===== src/rtl/ep0_pkg.sv =====
package ep0_pkg;
  typedef enum logic [2:0] {
    ST_IDLE       = 3'd0,
    ST_SETUP_HOLD = 3'd1,
    ST_DATA_IN    = 3'd2,
    ST_DATA_OUT   = 3'd3,
    ST_STATUS_IN  = 3'd4,
    ST_STATUS_OUT = 3'd5,
    ST_STALLED    = 3'd6
  } stage_t;

  typedef enum logic [1:0] {
    HS_ACK   = 2'd0,
    HS_NAK   = 2'd1,
    HS_STALL = 2'd2
  } hs_t;

  localparam logic [1:0] TOK_SETUP = 2'd0;
  localparam logic [1:0] TOK_IN    = 2'd1;
  localparam logic [1:0] TOK_OUT   = 2'd2;

  // strobes from control to the setup store
  typedef struct packed {
    logic capture;   // load the request words
    logic preRead;   // mark all words as read (request finished internally)
  } dpStrobe_t;
endpackage


===== src/rtl/ep0_setup_store.sv =====
module ep0_setup_store
  import ep0_pkg::*;
#(
  parameter int WORD_W    = 16,
  parameter int NUM_WORDS = 4,
  localparam int IDX_W    = $clog2(NUM_WORDS),
  localparam int DATA_W   = WORD_W * NUM_WORDS
) (
  input  logic              clk,
  input  logic              rstN,
  input  dpStrobe_t         strobe,
  input  logic [DATA_W-1:0] setupData,
  input  logic              rdValid,
  input  logic [IDX_W-1:0]  rdIdx,
  output logic [WORD_W-1:0] rdData,
  output logic              locked,
  output logic              reqDirIn,
  output logic              reqNoData,
  output logic              reqForward
);
  localparam logic [NUM_WORDS-1:0] ALL_READ = '1;

  logic [WORD_W-1:0]    words [NUM_WORDS];
  logic [NUM_WORDS-1:0] readMask;

  for (genvar w = 0; w < NUM_WORDS; w++) begin : g_word
    always_ff @(posedge clk) begin
      if (!rstN) begin
        words[w]    <= '0;
        readMask[w] <= 1'b1;
      end else if (strobe.capture) begin
        words[w]    <= setupData[w*WORD_W +: WORD_W];
        readMask[w] <= strobe.preRead;
      end else if (rdValid && rdIdx == IDX_W'(w)) begin
        readMask[w] <= 1'b1;
      end
    end

    AST_WORD_HELD: assert property (@(posedge clk) disable iff (!rstN)
      locked |=> $stable(words[w])) else $error("word overwritten while locked");
  end

  assign rdData = words[rdIdx];
  assign locked = (readMask != ALL_READ);

  // request decode from the incoming bytes
  logic [7:0] reqType, reqCode;
  assign reqType    = setupData[7:0];
  assign reqCode    = setupData[15:8];
  assign reqDirIn   = reqType[7];
  assign reqNoData  = (setupData[DATA_W-1 -: 16] == 16'd0);
  assign reqForward = (reqType[6:5] != 2'b00) ||
                      (reqCode == 8'd6) || (reqCode == 8'd7) || (reqCode == 8'd12);

  AST_LOCK_ON_FORWARD: assert property (@(posedge clk) disable iff (!rstN)
    (strobe.capture && !strobe.preRead) |=> locked) else $error("lock not closed");
endmodule


===== src/rtl/ep0_stage_ctrl.sv =====
module ep0_stage_ctrl
  import ep0_pkg::*;
(
  input  logic       clk,
  input  logic       rstN,
  input  logic       tokValid,
  input  logic [1:0] tokKind,
  input  logic       tokZeroLen,
  input  logic       swReady,
  input  logic       swDone,
  input  logic       swStall,
  input  logic       autoFlushEn,
  input  logic       locked,
  input  logic       reqDirIn,
  input  logic       reqNoData,
  input  logic       reqForward,
  output dpStrobe_t  strobe,
  output logic       hsValid,
  output logic [1:0] hsCode,
  output stage_t     stage,
  output logic       reqPending,
  output logic       inFlush,
  output logic       statusEvt,
  output logic       statusDir
);
  stage_t stageQ, nStage, tgtQ, nTgt, afterSetup;
  logic   doneQ, nDone;
  logic   nHsV, nFlush, nEvt, nDir;
  hs_t    nHs;

  always_comb begin
    nStage = stageQ;
    nTgt   = tgtQ;
    nDone  = doneQ | swDone;
    nHsV   = 1'b0;
    nHs    = HS_NAK;
    nFlush = 1'b0;
    nEvt   = 1'b0;
    nDir   = 1'b0;
    strobe = '0;
    afterSetup = reqNoData ? ST_STATUS_IN : (reqDirIn ? ST_DATA_IN : ST_DATA_OUT);

    if (stageQ == ST_SETUP_HOLD && swReady) nStage = tgtQ;

    if (tokValid) begin
      if (tokKind == TOK_SETUP) begin
        if (!locked) begin
          strobe.capture = 1'b1;
          nHsV = 1'b1;
          nHs  = HS_ACK;
          if (reqForward) begin
            nStage = ST_SETUP_HOLD;
            nTgt   = afterSetup;
            nDone  = 1'b0;
          end else begin
            nStage = afterSetup;
            nDone  = 1'b1;
            strobe.preRead = 1'b1;
          end
        end
      end else if (tokKind == TOK_IN || tokKind == TOK_OUT) begin
        nHsV = 1'b1;
        unique case (stageQ)
          ST_DATA_IN: begin
            if (tokKind == TOK_IN) nHs = HS_ACK;
            else if (tokZeroLen) begin
              nStage = ST_STATUS_OUT;
              nFlush = autoFlushEn;
              if (doneQ) begin nHs = HS_ACK; nStage = ST_IDLE; nEvt = 1'b1; end
            end else begin
              nHs = HS_STALL; nStage = ST_STALLED;
            end
          end
          ST_DATA_OUT: begin
            if (tokKind == TOK_OUT) nHs = HS_ACK;
            else begin
              nStage = ST_STATUS_IN;
              if (doneQ) begin nHs = HS_ACK; nStage = ST_IDLE; nEvt = 1'b1; nDir = 1'b1; end
            end
          end
          ST_STATUS_IN: begin
            if (tokKind == TOK_IN) begin
              if (doneQ) begin nHs = HS_ACK; nStage = ST_IDLE; nEvt = 1'b1; nDir = 1'b1; end
            end else begin
              nHs = HS_STALL; nStage = ST_STALLED;
            end
          end
          ST_STATUS_OUT: begin
            if (tokKind == TOK_OUT && tokZeroLen) begin
              if (doneQ) begin nHs = HS_ACK; nStage = ST_IDLE; nEvt = 1'b1; end
            end else begin
              nHs = HS_STALL; nStage = ST_STALLED;
            end
          end
          ST_STALLED: nHs = HS_STALL;
          default:    nHs = HS_NAK;   // idle and hold
        endcase
      end
    end

    if (swStall && stageQ != ST_IDLE && !strobe.capture) nStage = ST_STALLED;
  end

  always_ff @(posedge clk) begin
    if (!rstN) begin
      stageQ    <= ST_IDLE;
      tgtQ      <= ST_IDLE;
      doneQ     <= 1'b1;
      hsValid   <= 1'b0;
      hsCode    <= HS_NAK;
      inFlush   <= 1'b0;
      statusEvt <= 1'b0;
      statusDir <= 1'b0;
    end else begin
      stageQ    <= nStage;
      tgtQ      <= nTgt;
      doneQ     <= nDone;
      hsValid   <= nHsV;
      hsCode    <= nHs;
      inFlush   <= nFlush;
      statusEvt <= nEvt;
      statusDir <= nDir;
    end
  end

  assign stage      = stageQ;
  assign reqPending = !doneQ && stageQ != ST_IDLE && stageQ != ST_STALLED;

  AST_LOCKED_SETUP_SILENT: assert property (@(posedge clk) disable iff (!rstN)
    (tokValid && tokKind == TOK_SETUP && locked) |=> !hsValid) else $error("locked setup answered");
  AST_HOLD_NAKS: assert property (@(posedge clk) disable iff (!rstN)
    (stageQ == ST_SETUP_HOLD && tokValid && tokKind != TOK_SETUP) |=> (hsValid && hsCode == HS_NAK)) else $error("hold not nak");
  AST_STALLED_STALLS: assert property (@(posedge clk) disable iff (!rstN)
    (stageQ == ST_STALLED && tokValid && tokKind != TOK_SETUP) |=> (hsValid && hsCode == HS_STALL)) else $error("stalled not stall");
  AST_FLUSH_NEEDS_EN: assert property (@(posedge clk) disable iff (!rstN)
    $rose(inFlush) |-> $past(autoFlushEn)) else $error("flush without enable");
  AST_STATUS_WITH_ACK: assert property (@(posedge clk) disable iff (!rstN)
    statusEvt |-> (hsValid && hsCode == HS_ACK && stageQ == ST_IDLE)) else $error("status event without ack");
endmodule


===== src/rtl/ep0_ctrl_seq.sv =====
module ep0_ctrl_seq
  import ep0_pkg::*;
(
  input  logic        clk,
  input  logic        rstN,
  input  logic        tokValid,
  input  logic [1:0]  tokKind,
  input  logic        tokZeroLen,
  input  logic [63:0] setupData,
  input  logic        rdValid,
  input  logic [1:0]  rdIdx,
  output logic [15:0] rdData,
  input  logic        swReady,
  input  logic        swDone,
  input  logic        swStall,
  input  logic        autoFlushEn,
  output logic        hsValid,
  output logic [1:0]  hsCode,
  output logic [2:0]  stage,
  output logic        reqPending,
  output logic        inFlush,
  output logic        statusEvt,
  output logic        statusDir
);
  dpStrobe_t strobe;
  stage_t    stageInt;
  logic      locked, reqDirIn, reqNoData, reqForward;

  ep0_setup_store #(.WORD_W(16), .NUM_WORDS(4)) u_store (
    .clk(clk), .rstN(rstN), .strobe(strobe), .setupData(setupData),
    .rdValid(rdValid), .rdIdx(rdIdx), .rdData(rdData), .locked(locked),
    .reqDirIn(reqDirIn), .reqNoData(reqNoData), .reqForward(reqForward)
  );

  ep0_stage_ctrl u_ctrl (
    .clk(clk), .rstN(rstN), .tokValid(tokValid), .tokKind(tokKind),
    .tokZeroLen(tokZeroLen), .swReady(swReady), .swDone(swDone),
    .swStall(swStall), .autoFlushEn(autoFlushEn), .locked(locked),
    .reqDirIn(reqDirIn), .reqNoData(reqNoData), .reqForward(reqForward),
    .strobe(strobe), .hsValid(hsValid), .hsCode(hsCode), .stage(stageInt),
    .reqPending(reqPending), .inFlush(inFlush), .statusEvt(statusEvt),
    .statusDir(statusDir)
  );

  assign stage = stageInt;
endmodule


===== config.mk =====
export PLATFORM = sky130hd
export DESIGN_NAME = ep0_ctrl_seq
export DESIGN_NICKNAME = d
export VERILOG_FILES = /design/src/rtl/ep0_pkg.sv /design/src/rtl/ep0_setup_store.sv /design/src/rtl/ep0_stage_ctrl.sv /design/src/rtl/ep0_ctrl_seq.sv
export SDC_FILE = /design/constraint.sdc
export NUM_CORES = 1
export LEC_CHECK = 0
export ABC_AREA = 1
export CORE_ASPECT_RATIO = 1.4
export CORE_MARGIN = 10
export CORE_UTILIZATION = 30
export CTS_CLUSTER_DIAMETER = 200
export DETAILED_ROUTE_END_ITERATION = 10
export PLACE_DENSITY = 0.57
export SETUP_SLACK_MARGIN = 0.05
export SYNTH_ARGS = -nofsm -noshare
export SYNTH_HDL_FRONTEND = slang
export SYNTH_HIERARCHICAL = 1
export SYNTH_SLANG_ARGS = --single-unit

===== constraint.sdc =====
create_clock -name clk -period 5 [get_ports clk]
set_input_delay 1.25 -clock clk [delete_from_list [all_inputs] [get_ports clk]]
set_output_delay 1.25 -clock clk [all_outputs]
set_load 0.02 [all_outputs]

==> reports/metrics.yaml, run 1 <==
clock_tree:
  cts_buffers: 9
  clk_pin_slew_ps: 60
  cts_setup_buffers: 0
  htreeDepth: 3
  clock_sinks: 81
  clock_path_buffers: 2
  hold_buffers: 0
  clk_latency_ps: 330
  cts-root-buf: "clkbuf_16"
  cts_tree: "done"
  cts_resized: 0
synthesis:
  syn-instance-count: 513
  ys.flop_type: "edfxtp_1"
  synth_warnings: 6
  synthArstFlopShare_pct: 0
  synth_nets: 593
  synth_cell_types: 34
  netlist_area_sq_um: 4200
  synth-seq-area-share_pct: 53.9
  synth_area_per_cell_sq_um: 8.19
  synth_edf_count: 64
  ys_ff_latch: 81
sta:
  fin_skew_ps: 5.58
  tns_ps: 0
  min_period_over_period_pct: 91.9
  drv_slew: 0
  fin_crit_ps: 4590
  relSlewSlack_pct: 47.4
  rsz0062_at_grt: "false"
  worstMarginPinSlew_ps: 788
  finalSetupViolCount: 0
  fmax_mhz: 218
  final.setup.worst_slack_ps: 407
  hold_viol: 0
setup_path:
  cp_common_cell: "clkdlybuf4s50_1"
  crit_path_max_fanout: 18
  critPathMaxStageDelay_ps: 630
  cp-startpoint: "rdIdx[1]"
  reg2reg_depth: 7
  arrival_ps: 3340
  start_kind: "primary input"
  cp_cell_sequence: "clkdlybuf4s50_1 -> inv_2 -> nor2_4 -> nand2_1 -> nand4_1 -> clkdlybuf4s50_1"
  timing.rr.start: "u_store/readMask[1]"
  slowest_stage: "clkdlybuf4s50_1"
  cp.required_ps: 3750
  cp-end-kind: "output port"
  r2r_setup_slack_ps: 2640
  timing.rr.end: "u_store/words[0][2]"
  path_class: "in -> out"
floorplanning:
  core_area_sq_um: 13800
  ios: 103
  die_h_microns: 160
  rows: 51
  initial_utilization_pct: 30.3
  die_w_microns: 120
  die_area_sq_um: 19200
global_route:
  grt_pass1_wl_mm: 17.9
  first_global_vias: 3582
  grt.total_usage_pct: 11.7
  antenna_found_initial: 0
  grt-ovfl-total: 0
  grt_max_degree: 65
final_layout:
  fin_util_pct: 41.0
  fin_nets: 693
  syn_to_final_growth_pct: 35.1
  final_cell_mix: "126 x nand2_1, 102 x clkdlybuf4s50_1, 98 x nor2_1"
  drive_gt1_share_pct: 7.28
  diodes: 0
  final_area_sq_um: 5670
  final_common_cell: "nand2_1"
min_path:
  hold_depth: 2
  hold_class: "reg -> reg"
  min_from: "u_ctrl/tgtQ[0]"
  min_to: "u_ctrl/tgtQ[0]"
drt:
  drc: 0
  drtIter0Drc: 187
  drt-pass1-iter-count: 5
  routed_via_density: 4.44
  wirelength_mm: 11.6
  dr_total_vias: 3567
  wl_per_cell_microns: 14.4
  antenna_left: 0
run_status:
  status: "complete, no violations"
place:
  portBuffers: 102
  dpl.hpwl_mm: 8.78
  gp_congestion: 0.925
  placement.cell_area_sq_um: 5380
  place_ws_ps: 415
pwr:
  ir_worst_vdd_uv: 130
  power_leakage_nw: 2.56
  power.total_mw: 1.77
  p_per_area_nw_per_um2: 312
job:
  max_cap_viol_count: 0
## worst max-delay path by stage
stage	endpoint	slack, ps
global placement	rdData[14]	450
global route	rdData[3]	310
floorplan	u_store/words[0][0]	1180
CTS	rdData[14]	410
finish	rdData[14]	410
detailed placement	rdData[14]	410
## final cells by class
cell class,instances,area [sq um]
multi-input combinational,320,1470
sequential,81,2260
timing repair buffer,105,1040
fill,1400,8170
tap,185,231
clock buffer,9,225
inverter,96,368
clock inverter,7,68.8
## sequential cells by signal (all words and copies together), names as in the netlist
name / cells
u_ctrl/inFlush: 1
u_ctrl/statusDir: 1
u_store/words: 64
u_store/readMask: 4
u_ctrl/stage: 3
u_ctrl/hsCode: 2
u_ctrl/statusEvt: 1
u_ctrl/hsValid: 1
u_ctrl/tgtQ: 3
u_ctrl/doneQ: 1
## cell usage after synthesis, types with 4 or more instances
master	n	area [sq um]
inv_2	5	18.8
edfxtp_1	64	1920
nand3_1	30	150
nand4_1	19	119
nor2_1	98	368
buf_4	4	30.0
nand2_1	128	480
clkbuf_1	6	22.5
inv_1	88	330
nor2_2	4	25.0
o21ai_0	6	30.0
dfxtp_1	17	340
nor2_4	4	45.0
## power breakdown
part | total (mW) | internal, mW | switching (mW)
sequential | 0.802 | 0.769 | 0.0329
clock | 0.651 | 0.386 | 0.266
combinational | 0.317 | 0.140 | 0.177
## cell families (layout without fill, tap and decap cells)
family                   after synthesis  count (layout)  synth area share [%]
AO/OA/AOI/OAI                         20              20                  3.04
adder cells (fa/ha/maj)                3               3                 0.894
buffers and inverters                112             217                  11.1
flip-flops                            81              81                  53.9
AND/OR/NAND/NOR                      297             297                  31.0
## layer usage
metal	GRT usage, %	vias to the layer above	part of all wire [%]
li1	-	1813	-
met5	0	-	0
met2	20.5	115	51
met3	3.32	13	6.1
met1	13.0	1626	41
met4	4.62	0	1.6
## critical path, delay by kind of cell
| family | cells | cell delay, ps |
|---|---|---|
| buf+inv | 3 | 1420 |
| simple gates | 3 | 660 |
## stage by stage
step / hold WS, ps / std cells
6_report: 455 / 803
5_1_grt: 502 / 803
4_1_cts: 460 / 803
3_5_place_dp: 450 / 787
3_3_place_gp: 447 / 787
2_1_floorplan: 430 / 513
No activity file was read; power rests on OpenSTA's default activity.
==> inputs of run 2 (changes only) <==
--- a/config.mk
+++ b/config.mk
@@ -11,7 +11,10 @@
 export CORE_UTILIZATION = 30
 export CTS_CLUSTER_DIAMETER = 200
 export DETAILED_ROUTE_END_ITERATION = 10
-export PLACE_DENSITY = 0.57
+export DONT_BUFFER_PORTS = 1
+export GPL_TIMING_DRIVEN = 1
+export PLACE_DENSITY = 0.48
+export RECOVER_POWER = 100
 export SETUP_SLACK_MARGIN = 0.05
 export SYNTH_ARGS = -nofsm -noshare
 export SYNTH_HDL_FRONTEND = slang
==> reports/metrics.yaml, run 2 (synthesis results as in run 1) <==
setup_path:
  crit_path_max_fanout: 18  # unchanged
  cp.required_ps: 3750  # about the same
  r2r_setup_slack_ps: 1990  # -650 ps
  start_kind: "primary input"
  timing.rr.end: "u_store/words[0][0]"
  path_class: "in -> out"
  timing.rr.start: "u_store/readMask[0]"
  critPathMaxStageDelay_ps: 930  # +300 ps
  arrival_ps: 2730  # -610 ps
  cp-end-kind: "output port"
  cp_cell_sequence: "inv_2 -> nor2_1 -> nand2_1 -> nand4_1"
  reg2reg_depth: 7  # unchanged
  slowest_stage: "nor2_1"
sta:
  final.setup.worst_slack_ps: 1020  # +617 ps
  rsz0062_at_grt: "false"
  fin_hold_ws_ps: 466  # +10.6 ps
  drv_slew: 65  # +65
  min_period_over_period_pct: 79.5  # -12 points
  worstMarginPinSlew_ps: 1580  # +796 ps
  relSlewSlack_pct: -5.62  # -53 points
  hold_viol: 0  # unchanged
  fin_crit_ps: 3980  # -617 ps
  finalSetupViolCount: 0  # unchanged
  fmax_mhz: 251  # +16%
  fin_skew_ps: 5.91  # +0.334 ps
  tns_ps: 0  # unchanged
final_layout:
  final_common_cell: "nand2_1"
  final_cell_mix: "128 x nand2_1, 102 x nor2_1, 89 x inv_1"
  drive_gt1_share_pct: 7.38  # +0.097 points
  regMostFlops: "u_store/words"
  largestRegisters: "u_store/words (64), u_store/readMask (4)"
  fin_util_pct: 33.5  # -7.4 points
  fillers: 1496  # +6.9%
  fin_nets: 590  # -15%
  regArea_sq_um: 2260  # unchanged
  multi_input_area_sq_um: 1450  # -1.7%
  syn_to_final_growth_pct: 10.5
  final_area_sq_um: 4640  # -18%
  largest_reg_flops: 64  # unchanged
  diodes: 0  # unchanged
  final_cells: 700  # -13%
clock_tree:
  clk_pin_slew_ps: 60  # about the same
  cts-root-buf: "clkbuf_16"
  clk_latency_ps: 330  # about the same
  htreeDepth: 3  # unchanged
  cts_buffers: 9  # unchanged
  hold_buffers: 0  # unchanged
  cts_resized: 0  # unchanged
  cts_setup_buffers: 0  # unchanged
  cts_tree: "done"
  clock_sinks: 81  # unchanged
  clock_path_buffers: 2  # unchanged
drt:
  drc: 0  # unchanged
  wirelength_mm: 11.5  # -0.97%
  drtIter0Drc: 194  # +3.7%
  wl_met3_microns: 912  # +29%
  wl_per_cell_microns: 16.4  # +14%
  dr_wl_met2_mm: 5.91  # -0.92%
  antenna_left: 0  # unchanged
  dr_total_vias: 3230  # -9.4%
  top_layer: "met4"
  drt-met1-wl_mm: 4.42  # -6.9%
  routed_via_density: 4.61  # +3.9%
  drt-pass1-iter-count: 5  # unchanged
global_route:
  antenna_found_initial: 0  # unchanged
  grt.total_usage_pct: 12.0  # +0.24 points
  first_global_vias: 3414  # -4.7%
  grt_max_degree: 65  # unchanged
  grt-ovfl-total: 0  # unchanged
  grt_pass1_wl_mm: 18.0  # +0.54%
run_status:
  violations: "capacitance limit, slew limit"
  status: "finished, violations left"
floorplanning:
  initial_utilization_pct: 30.3  # unchanged
  ios: 103  # unchanged
  die_h_microns: 160  # unchanged
  die_w_microns: 120  # unchanged
  rows: 51  # unchanged
  core_area_sq_um: 13800  # unchanged
  die_area_sq_um: 19200  # unchanged
job:
  max_cap_viol_count: 1  # +1
min_path:
  min_from: "u_ctrl/tgtQ[0]"
  hold_depth: 2  # unchanged
  min_to: "u_ctrl/tgtQ[0]"
  hold_class: "reg -> reg"
pwr:
  power_leakage_nw: 2.17  # -15%
  power.total_mw: 1.73  # -2.4%
  ir_worst_vdd_uv: 153  # +17%
  p_per_area_nw_per_um2: 372  # +19%
place:
  place_ws_ps: 1570  # +1150 ps
  dpl.hpwl_mm: 8.82  # +0.45%
  portBuffers: 0  # -100%
  place_inst: 684  # -13%
  placement.cell_area_sq_um: 4350  # -19%
  gp_congestion: 0.862  # -6.9%
## run 2: metal layers
layer  GRT usage, %  vias up
met4           4.79        0
met5              0        -
met3           4.41       15
met1           12.5     1497
li1               -     1607
met2           21.1      111
## run 2: cell type report
cell class / count / share of cell area, %
sequential: 81 / 48.7
clock buffer: 9 / 4.85
tap: 185 / 4.99
inverter: 96 / 7.92
timing repair buffer: 2 / 0.270
clock inverter: 7 / 2.02
multi-input combinational: 320 / 31.2
## run 2: worst max path at each step
stage | cells after the start | start | slack, ps | to
floorplan | 8 | tokKind[0] | 1180 | u_store/words[0][0]
global placement | 4 | rdIdx[1] | 1580 | rdData[14]
detailed placement | 4 | rdIdx[1] | 1570 | rdData[7]
CTS | 4 | rdIdx[1] | 1560 | rdData[7]
global route | 4 | rdIdx[1] | 830 | rdData[7]
finish | 4 | rdIdx[1] | 1020 | rdData[7]
## run 2: report_power, final
| group | leakage [nW] | switching (mW) | internal (mW) |
|---|---|---|---|
| Clock | 0.159 | 0.273 | 0.438 |
| Combinational | 1.21 | 0.148 | 0.0583 |
| Sequential | 0.808 | 0.0401 | 0.770 |
| Total | 2.17 | 0.461 | 1.27 |
## run 2: critical path, delay by kind of cell
| kind | cells | cell delay, ps |
|---|---|---|
| buf+inv | 1 | 130 |
| simple gates | 3 | 1340 |
==> inputs of run 3 (changes only) <==
==> constraint.sdc (replaced) <==
create_clock -name clk -period 3.9 [get_ports clk]
set_input_delay 0.975 -clock clk [delete_from_list [all_inputs] [get_ports clk]]
set_output_delay 0.975 -clock clk [all_outputs]
set_load 0.02 [all_outputs]
==> reports/metrics.yaml, run 3 (synthesis results as in run 1) <==
run_status:
  status: "complete, no violations"
final_layout:
  final_common_cell: "nand2_1"
  syn_to_final_growth_pct: 11.3
  multi_input_area_sq_um: 1460  # +0.69%
  regArea_sq_um: 2260  # unchanged
  fin_nets: 592  # +0.34%
  drive_gt1_share_pct: 7.74  # +0.36 points
  fillers: 1507  # +0.74%
  final_cell_mix: "127 x nand2_1, 101 x nor2_1, 90 x inv_1"
  diodes: 0  # unchanged
  largest_reg_flops: 64  # unchanged
  final_cells: 702  # +0.29%
  largestRegisters: "u_store/words (64), u_store/readMask (4)"
  fin_util_pct: 33.7  # +0.23 points
  regMostFlops: "u_store/words"
  final_area_sq_um: 4670  # +0.67%
drt:
  wirelength_mm: 11.2  # -2.9%
  drc: 0  # unchanged
  wl_per_cell_microns: 15.9  # -3.2%
  antenna_left: 0  # unchanged
  dr_total_vias: 3208  # -0.68%
  drt-pass1-iter-count: 4  # -1
  drtIter0Drc: 235  # +21%
  routed_via_density: 4.57  # -0.96%
clock_tree:
  cts_tree: "done"
  cts_setup_buffers: 0  # unchanged
  clk_latency_ps: 340  # about the same
  clock_sinks: 81  # unchanged
  clock_path_buffers: 2  # unchanged
  cts_buffers: 9  # unchanged
  cts-root-buf: "clkbuf_16"
  hold_buffers: 0  # unchanged
  cts_resized: 0  # unchanged
  htreeDepth: 3  # unchanged
  clk_pin_slew_ps: 60  # about the same
floorplanning:
  die_w_microns: 120  # unchanged
  die_h_microns: 160  # unchanged
  core_area_sq_um: 13800  # unchanged
  die_area_sq_um: 19200  # unchanged
  rows: 51  # unchanged
  ios: 103  # unchanged
  initial_utilization_pct: 30.3  # unchanged
setup_path:
  crit_path_max_fanout: 18  # unchanged
  timing.rr.start: "u_store/readMask[2]"
  r2r_setup_slack_ps: 1250  # -740 ps
  arrival_ps: 2150  # -580 ps
  timing.rr.end: "u_store/words[2][13]"
  path_class: "in -> out"
  cp-end-kind: "output port"
  cp-startpoint: "rdIdx[1]"
  reg2reg_depth: 7  # unchanged
  endpoint: "rdData[14]"
  cp.required_ps: 2920  # -830 ps
  start_kind: "primary input"
global_route:
  first_global_vias: 3248  # -4.9%
  antenna_found_initial: 0  # unchanged
  grt_max_degree: 65  # unchanged
  grt_pass1_wl_mm: 17.0  # -5.8%
  grt-ovfl-total: 0  # unchanged
  grt.total_usage_pct: 11.4  # -0.59 points
pwr:
  ir_worst_vdd_uv: 248  # +63%
  power.total_mw: 2.23  # +29%
  power_leakage_nw: 2.18  # +0.41%
  p_per_area_nw_per_um2: 477  # +28%
sta:
  fmax_mhz: 320
  fin_crit_ps: 3120
  final.setup.worst_slack_ps: 777  # -247 ps
  fin_skew_ps: 4.95  # -0.961 ps
  tns_ps: 0  # unchanged
  min_period_over_period_pct: 80.1
  finalSetupViolCount: 0  # unchanged
  worstMarginPinSlew_ps: 954  # -630 ps
  fin_hold_ws_ps: 475  # +9.08 ps
  rsz0062_at_grt: "false"
  drv_slew: 0  # -100%
  hold_viol: 0  # unchanged
  relSlewSlack_pct: 36.2  # +42 points
job:
  max_cap_viol_count: 0  # -1
min_path:
  hold_class: "reg -> reg"
place:
  portBuffers: 0  # unchanged
  place_inst: 686  # +0.29%
  dpl.hpwl_mm: 8.45  # -4.1%
  gp_congestion: 0.894  # +3.8%
  placement.cell_area_sq_um: 4380  # +0.63%
  place_ws_ps: 982  # -583 ps
-- run 3: metal layers --
| metal | up-vias | part of all wire (%) | GRT usage, % |
|---|---|---|---|
| met3 | 17 | 7.2 | 4.52 |
| met1 | 1474 | 41 | 12.4 |
| met4 | 0 | 1.9 | 4.79 |
| li1 | 1611 | - | - |
| met5 | - | 0 | 0 |
| met2 | 106 | 50 | 19.1 |
-- run 3: power breakdown --
group	internal, mW	leakage (nW)	switching, mW
clock	0.568	0.160	0.364
combinational	0.0761	1.22	0.187
sequential	0.986	0.808	0.0479
-- run 3: how the worst min path moves through the flow --
| stage | depth (start not counted) | start | to |
|---|---|---|---|
| final | 2 | u_ctrl/tgtQ[0] | u_ctrl/tgtQ[0] |
| after global routing | 2 | u_ctrl/tgtQ[0] | u_ctrl/tgtQ[0] |
| after CTS | 2 | u_ctrl/tgtQ[0] | u_ctrl/tgtQ[0] |
| after detailed placement | 2 | u_ctrl/tgtQ[0] | u_ctrl/tgtQ[0] |
| after global placement | 2 | u_ctrl/tgtQ[0] | u_ctrl/tgtQ[0] |
| after floorplan | 2 | u_ctrl/tgtQ[0] | u_ctrl/tgtQ[0] |
-- run 3: layout make-up --
class,count,share of cell area (%)
flip-flops and latches,81,48.4
well taps,185,4.95
clock buffers,9,4.82
inverters,96,7.87
clock inverters,7,2.17
multi-input cells,320,31.2
repair buffers,4,0.562
-- run 3: critical path: stages --
cell and delay (ps):
inv_1 280, nor2_4 510, nand2_1 90, nand4_1 280
